### src/rtl/hbi_pkg.sv
package hbi_pkg;
  localparam int ADDR_W = 3;
  localparam int WSEL_W = ADDR_W - 1;
  localparam int LANES  = 2;

  typedef enum logic [WSEL_W-1:0] {
    WORD_RX   = 2'd0,
    WORD_TX   = 2'd1,
    WORD_CTL  = 2'd2,
    WORD_STAT = 2'd3
  } word_e;

  typedef struct packed {
    logic              sel;
    logic              wr;
    logic              bmode;
    logic [ADDR_W-1:0] addr;
  } acc_t;

  function automatic logic [LANES-1:0] lane_en(input logic bmode, input logic hi);
    if (!bmode) return '1;
    return hi ? 2'b10 : 2'b01;
  endfunction

  function automatic word_e word_of(input logic [ADDR_W-1:0] a);
    return word_e'(a[ADDR_W-1:1]);
  endfunction
endpackage

### src/rtl/hbi_strobe_sync.sv
module hbi_strobe_sync #(
  parameter int STAGES = 2
) (
  input  logic clk,
  input  logic rst,
  input  logic strobe_in,
  output logic level,
  output logic rise,
  output logic fall
);
  // STAGES synchronizer flops plus one history flop for edge detection
  logic [STAGES:0] sh;

  always_ff @(posedge clk) begin
    if (rst) sh <= '0;
    else     sh <= {sh[STAGES-1:0], strobe_in};
  end

  assign level = sh[STAGES-1];
  assign rise  = sh[STAGES-1] & ~sh[STAGES];
  assign fall  = ~sh[STAGES-1] & sh[STAGES];
endmodule

### src/rtl/hbi_regs.sv
module hbi_regs
  import hbi_pkg::*;
#(
  parameter int LANE_W = 8,
  localparam int DW    = LANES * LANE_W
) (
  input  logic              clk,
  input  logic              rst,
  input  logic              wr_en,
  input  word_e             wr_word,
  input  logic [LANES-1:0]  wr_lanes,
  input  logic [DW-1:0]     wr_data,
  input  logic              clr_rxd,
  input  logic              clr_rxs,
  input  logic [LANE_W-1:0] rx_data_in,
  input  logic              rx_data_load,
  input  logic [LANE_W-1:0] rx_stat_in,
  input  logic              rx_stat_load,
  input  logic              tx_taken,
  output logic [DW-1:0]     tx_q,
  output logic [DW-1:0]     ctl_q,
  output logic [DW-1:0]     rx_q,
  output logic              rxd_avail,
  output logic              rxs_avail,
  output logic              tx_empty
);
  logic tx_hit, ctl_hit;
  assign tx_hit  = wr_en && (wr_word == WORD_TX);
  assign ctl_hit = wr_en && (wr_word == WORD_CTL);

  // per-lane write enables for the two host-writable words
  for (genvar l = 0; l < LANES; l++) begin : g_lane
    always_ff @(posedge clk) begin
      if (rst) begin
        tx_q[l*LANE_W +: LANE_W]  <= '0;
        ctl_q[l*LANE_W +: LANE_W] <= '0;
      end else begin
        if (tx_hit && wr_lanes[l])  tx_q[l*LANE_W +: LANE_W]  <= wr_data[l*LANE_W +: LANE_W];
        if (ctl_hit && wr_lanes[l]) ctl_q[l*LANE_W +: LANE_W] <= wr_data[l*LANE_W +: LANE_W];
      end
    end
  end

  // receive word: low lane data, high lane status, filled by the engine
  always_ff @(posedge clk) begin
    if (rst) begin
      rx_q <= '0;
    end else begin
      if (rx_data_load) rx_q[LANE_W-1:0]    <= rx_data_in;
      if (rx_stat_load) rx_q[DW-1:LANE_W]   <= rx_stat_in;
    end
  end

  // flags: an engine event in the same cycle wins over a host clear
  always_ff @(posedge clk) begin
    if (rst) begin
      rxd_avail <= 1'b0;
      rxs_avail <= 1'b0;
      tx_empty  <= 1'b0;
    end else begin
      if (rx_data_load)  rxd_avail <= 1'b1;
      else if (clr_rxd)  rxd_avail <= 1'b0;
      if (rx_stat_load)  rxs_avail <= 1'b1;
      else if (clr_rxs)  rxs_avail <= 1'b0;
      if (tx_taken)      tx_empty  <= 1'b1;
      else if (tx_hit)   tx_empty  <= 1'b0;
    end
  end
endmodule

### src/rtl/hbi_read_mux.sv
module hbi_read_mux
  import hbi_pkg::*;
#(
  parameter int LANE_W = 8,
  localparam int DW    = LANES * LANE_W
) (
  input  word_e            sel_word,
  input  logic [LANES-1:0] sel_lanes,
  input  logic [DW-1:0]    rx_q,
  input  logic [DW-1:0]    tx_q,
  input  logic [DW-1:0]    ctl_q,
  input  logic [DW-1:0]    stat_q,
  output logic [DW-1:0]    rd_data
);
  logic [DW-1:0] full;

  always_comb begin
    unique case (sel_word)
      WORD_RX:   full = rx_q;
      WORD_TX:   full = tx_q;
      WORD_CTL:  full = ctl_q;
      default:   full = stat_q;
    endcase
  end

  // lanes not addressed by a byte read are forced to zero
  for (genvar l = 0; l < LANES; l++) begin : g_steer
    assign rd_data[l*LANE_W +: LANE_W] = sel_lanes[l] ? full[l*LANE_W +: LANE_W] : '0;
  end
endmodule

### src/rtl/hbi_bus_if.sv
module hbi_bus_if
  import hbi_pkg::*;
#(
  parameter int LANE_W      = 8,
  parameter int SYNC_STAGES = 2,
  localparam int DW         = LANES * LANE_W
) (
  input  logic              clk,
  input  logic              rst,
  input  logic [ADDR_W-1:0] bus_addr,
  input  logic              bus_ce,
  input  logic              bus_byte,
  input  logic              bus_wr,
  input  logic              bus_strobe,
  input  logic [DW-1:0]     db_in,
  output logic [DW-1:0]     db_out,
  output logic              db_oe,
  input  logic [LANE_W-1:0] rx_data_in,
  input  logic              rx_data_load,
  input  logic [LANE_W-1:0] rx_stat_in,
  input  logic              rx_stat_load,
  input  logic              tx_taken,
  output logic [DW-1:0]     tx_data,
  output logic              tx_empty,
  output logic [DW-1:0]     ctl_word,
  output logic              rx_data_avail,
  output logic              rx_stat_avail
);
  logic stb_lvl, stb_rise, stb_fall;

  hbi_strobe_sync #(.STAGES(SYNC_STAGES)) u_sync (
    .clk       (clk),
    .rst       (rst),
    .strobe_in (bus_strobe),
    .level     (stb_lvl),
    .rise      (stb_rise),
    .fall      (stb_fall)
  );

  word_e            cur_word;
  logic [LANES-1:0] cur_lanes;
  logic             wr_fire, rd_fire;

  assign cur_word  = word_of(bus_addr);
  assign cur_lanes = lane_en(bus_byte, bus_addr[0]);
  assign wr_fire   = stb_rise & bus_ce & bus_wr;
  assign rd_fire   = stb_rise & bus_ce & ~bus_wr;

  // access descriptor held from leading edge to trailing edge
  acc_t acc_q;
  always_ff @(posedge clk) begin
    if (rst) acc_q <= '0;
    else if (stb_rise) acc_q <= '{sel: bus_ce, wr: bus_wr, bmode: bus_byte, addr: bus_addr};
  end

  logic             acc_rd_rx;
  logic [LANES-1:0] acc_lanes;
  logic             clr_rxd, clr_rxs;

  assign acc_rd_rx = acc_q.sel && !acc_q.wr && (word_of(acc_q.addr) == WORD_RX);
  assign acc_lanes = lane_en(acc_q.bmode, acc_q.addr[0]);
  assign clr_rxd   = stb_fall && acc_rd_rx && acc_lanes[0];
  assign clr_rxs   = stb_fall && acc_rd_rx && acc_lanes[1];

  logic [DW-1:0] rx_q, stat_q, rd_data;
  logic          rxd_avail, rxs_avail, txe;

  hbi_regs #(.LANE_W(LANE_W)) u_regs (
    .clk          (clk),
    .rst          (rst),
    .wr_en        (wr_fire),
    .wr_word      (cur_word),
    .wr_lanes     (cur_lanes),
    .wr_data      (db_in),
    .clr_rxd      (clr_rxd),
    .clr_rxs      (clr_rxs),
    .rx_data_in   (rx_data_in),
    .rx_data_load (rx_data_load),
    .rx_stat_in   (rx_stat_in),
    .rx_stat_load (rx_stat_load),
    .tx_taken     (tx_taken),
    .tx_q         (tx_data),
    .ctl_q        (ctl_word),
    .rx_q         (rx_q),
    .rxd_avail    (rxd_avail),
    .rxs_avail    (rxs_avail),
    .tx_empty     (txe)
  );

  assign stat_q = {{(DW-3){1'b0}}, txe, rxs_avail, rxd_avail};

  hbi_read_mux #(.LANE_W(LANE_W)) u_mux (
    .sel_word  (cur_word),
    .sel_lanes (cur_lanes),
    .rx_q      (rx_q),
    .tx_q      (tx_data),
    .ctl_q     (ctl_word),
    .stat_q    (stat_q),
    .rd_data   (rd_data)
  );

  // registered bus outputs
  logic [DW-1:0] db_out_q;
  logic          db_oe_q;
  always_ff @(posedge clk) begin
    if (rst) begin
      db_out_q <= '0;
      db_oe_q  <= 1'b0;
    end else begin
      if (rd_fire) db_out_q <= rd_data;
      db_oe_q <= bus_ce & ~bus_wr & stb_lvl;
    end
  end

  assign db_out        = db_out_q;
  assign db_oe         = db_oe_q;
  assign tx_empty      = txe;
  assign rx_data_avail = rxd_avail;
  assign rx_stat_avail = rxs_avail;
endmodule

### config.mk
export PLATFORM = sky130hd
export DESIGN_NAME = hbi_bus_if
export DESIGN_NICKNAME = d
export VERILOG_FILES = /design/src/rtl/hbi_pkg.sv /design/src/rtl/hbi_strobe_sync.sv /design/src/rtl/hbi_regs.sv /design/src/rtl/hbi_read_mux.sv /design/src/rtl/hbi_bus_if.sv
export SDC_FILE = /design/constraint.sdc
export NUM_CORES = 1
export LEC_CHECK = 0
export BUFFER_PORTS_ARGS = -buffer_cell sky130_fd_sc_hd__buf_2
export CAP_MARGIN = 10
export CORE_MARGIN = 2
export CORE_UTILIZATION = 51
export CTS_CLUSTER_DIAMETER = 100
export CTS_CLUSTER_SIZE = 8
export DETAILED_ROUTE_END_ITERATION = 16
export PLACE_DENSITY_LB_ADDON = 0.2
export REMOVE_ABC_BUFFERS = 1
export SETUP_SLACK_MARGIN = 0.5
export SYNTH_ARGS = -nofsm -noshare
export SYNTH_HDL_FRONTEND = slang
export SYNTH_SLANG_ARGS = --single-unit
export TNS_END_PERCENT = 100
### constraint.sdc
create_clock -name clk -period 1.7 [get_ports clk]
set_input_delay 0.255 -clock clk [delete_from_list [all_inputs] [get_ports clk]]
set_output_delay 0.255 -clock clk [all_outputs]
set_load 0.02 [all_outputs]
==> results.md <==
* Synth top area cells: dfxtp_1 (47%), mux2i_1 (20%), nand2b_1 (9.8%), a22o_1 (4.2%), o2bb2ai_1 (3.4%)
* Fin util at 67.4%
* N_diodes at 0
* Clock sink total at 77
* Status: finished clean
* Fin nets at 445
* Least-Margin Pin Slew at 0.756 ns
* Setup TNS at 0 ns
* Area leader, netlist: dfxtp_1
* Yosys Warn Count at 0
* Post-synth top area share at 46.6%
* Max Fanout on Critical Path at 8
* # setup viols final at 0
* Starting DRT DRC Count at 108
* Clock skew at 0.00707 ns
* Average wire per standard cell at 16.1 um
* Core area at 6310 um^2
* RD Place Congestion at 0.782
* Worst EP required at 1.93 ns
* Crit Path Category: flop to flop
* Max-Cap Viols at 0
* CP arrival at 1.57 ns
* Hold Crit Class: input port to flop
* Number of global-route vias before repair at 2555
* Wl on met1 at 3.67 mm
* Critical Path, Cell by Cell: nand4b_4, or3_4, mux2i_1
* Total global-route track usage at 22.0%
* Die Span Y at 84.5 um
* CTS clk-pin slew, worst paths at 0.08 ns
* Dpl hpwl at 5.33 mm
* # placed instances at 465
* First-pass GRT wire length at 12.4 mm
* H-tree depth at 3
* Final period util at 78.5%
* Worst path bufs/invs at 0
* Crit. End Element: flop
* Vias per cell at 5.32
* Non-Filler Instances at 483
* Pwr dens at 907 nW/um^2
* WL met3 at 467 um
* Starting density of the core at 52.4%
* CP Launch Type: flop
* Routed wire length at 7.80 mm
* Avg Inst Size Synth at 10.9 um^2
* Clk_lat worst skew at 0.34 ns
* RSZ-0062 raised after global routing: true
* Num rows at 29
* Final Max Slew Viols at 0
* Die W at 84.5 um
* Ratio of cells with drive above 1 in the final layout at 36.5%
* Final hold violations at 0
* Max layer used: met4
* Slowest-stage cell, CP: or3_4
* Met2 wire len at 3.54 mm
* Clock buffer count from CTS at 9
* I/O pin cnt at 96
* Antenna Nets Post-Route at 0
* Mapped cell area at 3310 um^2
* Die Area at 7140 um^2
* Clock buffer depth at 2
* CTS tree: done
* Peak supply drop at 0.705 mV
* Post-route DRC at 0
* Largest stage delay, worst path at 0.51 ns
* Initial antenna violation count at 0
* Top delay family on crit path: simple AND/OR/NAND/NOR gates
* Leak pwr at 2.01 nW
* IO Port Bufs at 95
* Largest net degree at the start of global routing at 57
* Synthesized instance count at 302
* Total grt overflow at 0
* Post-synthesis sequential area ratio at 46.6%
* FF+latch count, synth at 77
* Via count at 2570
* Relative slew slack at 49.4%
* Area Growth Syn to Fin at 28.7%
* DRT Pass-1 Iters at 4
* CTS Root Cell: clkbuf_8
* Min cycle time layout at 1.33 ns
* Unique masters post-synth at 26
* FMAX at 0.749 GHz
-- metrics by stage --
stage	hold WS [ns]	power [mW]	setup WS, ns	area, um^2
after floorplan	0.324	2.04	0.250	3210
after global placement	0.422	2.21	0.0356	3880
after detailed placement	0.431	2.21	-0.0181	3880
after CTS	0.107	3.88	0.371	4210
after global routing	0.121	3.99	0.332	4250
final	0.117	3.86	0.366	4250
-- flip-flops by register name, summed over array words and instances (netlist names) --
signal	count
db_out	16
u_regs.rxd_avail	1
u_regs.rxs_avail	1
u_regs.tx_q	16
u_regs.tx_empty	1
u_sync.sh	3
u_regs.rx_q	16
u_regs.ctl_q	16
acc_q	6
db_oe	1
-- placed cells by master (no fill, tap or decap), types with 3 or more instances in the layout --
master and n:
a22o_1 16, nor2b_1 5, or3_4 3, bufinv_16 3, dfxtp_1 74, mux4_2 3, buf_4 9, nor2_1 22
nand2b_1 52, nor3_2 3, a21oi_1 3, clkbuf_8 10, mux2i_1 66, buf_2 95, buf_6 4, o2bb2ai_1 13
inv_1 3
-- worst reg2reg max path, delay by kind of cell (launching register included) --
| family | cells | cell delay (ns) |
|---|---|---|
| simple gates | 2 | 0.75 |
| flops | 1 | 0.33 |
| mux | 1 | 0.15 |
-- area by class of cell --
cell class,count,area [um^2]
well taps,77,96.3
flip-flops and latches,77,1550
inverters,3,11.3
multi-input cells,201,1740
clock buffers,10,138
clock inverters,6,110
fillers,521,2060
repair buffers,109,608
-- final timing paths --
kind                                               from                          end  slack (ns)  cells after the start
worst max register to register  u_sync.sh[2]$_SDFF_PP0_  u_regs.tx_q[0]$_SDFFE_PP0P_        0.37                      3
worst min-delay path                         bus_strobe      u_sync.sh[0]$_SDFF_PP0_        0.12                      2
worst min register to register  u_sync.sh[0]$_SDFF_PP0_      u_sync.sh[1]$_SDFF_PP0_        0.44                      1
worst max-delay path            u_sync.sh[2]$_SDFF_PP0_  u_regs.tx_q[0]$_SDFFE_PP0P_        0.37                      3
-- layer usage --
layer	vias up	global-route usage (%)
met2	79	36.1
met1	1222	28.2
met5	-	0
met4	0	8.51
met3	12	5.21
li1	1257	-
-- where the power goes --
part | internal (mW) | switching [mW]
clock network | 1.01 | 0.656
registers | 1.84 | 0.0258
logic | 0.151 | 0.171
total | 3.00 | 0.854
-- timing repair --
item | 4_1_cts | 5_1_grt
setup endpoints to repair | 50 | 56
hold buffers | 0 | 0
setup buffers | 1 | 1
hold endpoints to repair | 0 | 0
pin swaps | 8 | 5
gates cloned | 0 | 0
gates resized for setup | 17 | 6
-- cell families after synthesis --
| group | synth area share [%] |
|---|---|
| simple gates | 17.6 |
| buf+inv | 3.37 |
| compound gates | 10.0 |
| mux | 22.3 |
| flops | 46.6 |
-- cells in the mapped netlist --
cell,number
a2111oi_2,1
a2111oi_4,1
a21oi_1,3
a22o_1,16
and2_1,2
and3b_1,1
buf_2,8
buf_4,3
clkbuf_1,10
dfxtp_1,77
inv_1,3
mux2i_1,67
mux4_2,3
nand2b_1,52
nand4b_4,1
nand4bb_2,1
nor2_1,22
nor2b_1,7
nor3_1,1
nor3_2,2
nor3_4,1
o21ai_0,1
o2bb2ai_1,13
o31ai_1,2
or3_1,3
or4b_1,1
Note: power is estimated with default switching activity, not from simulation.
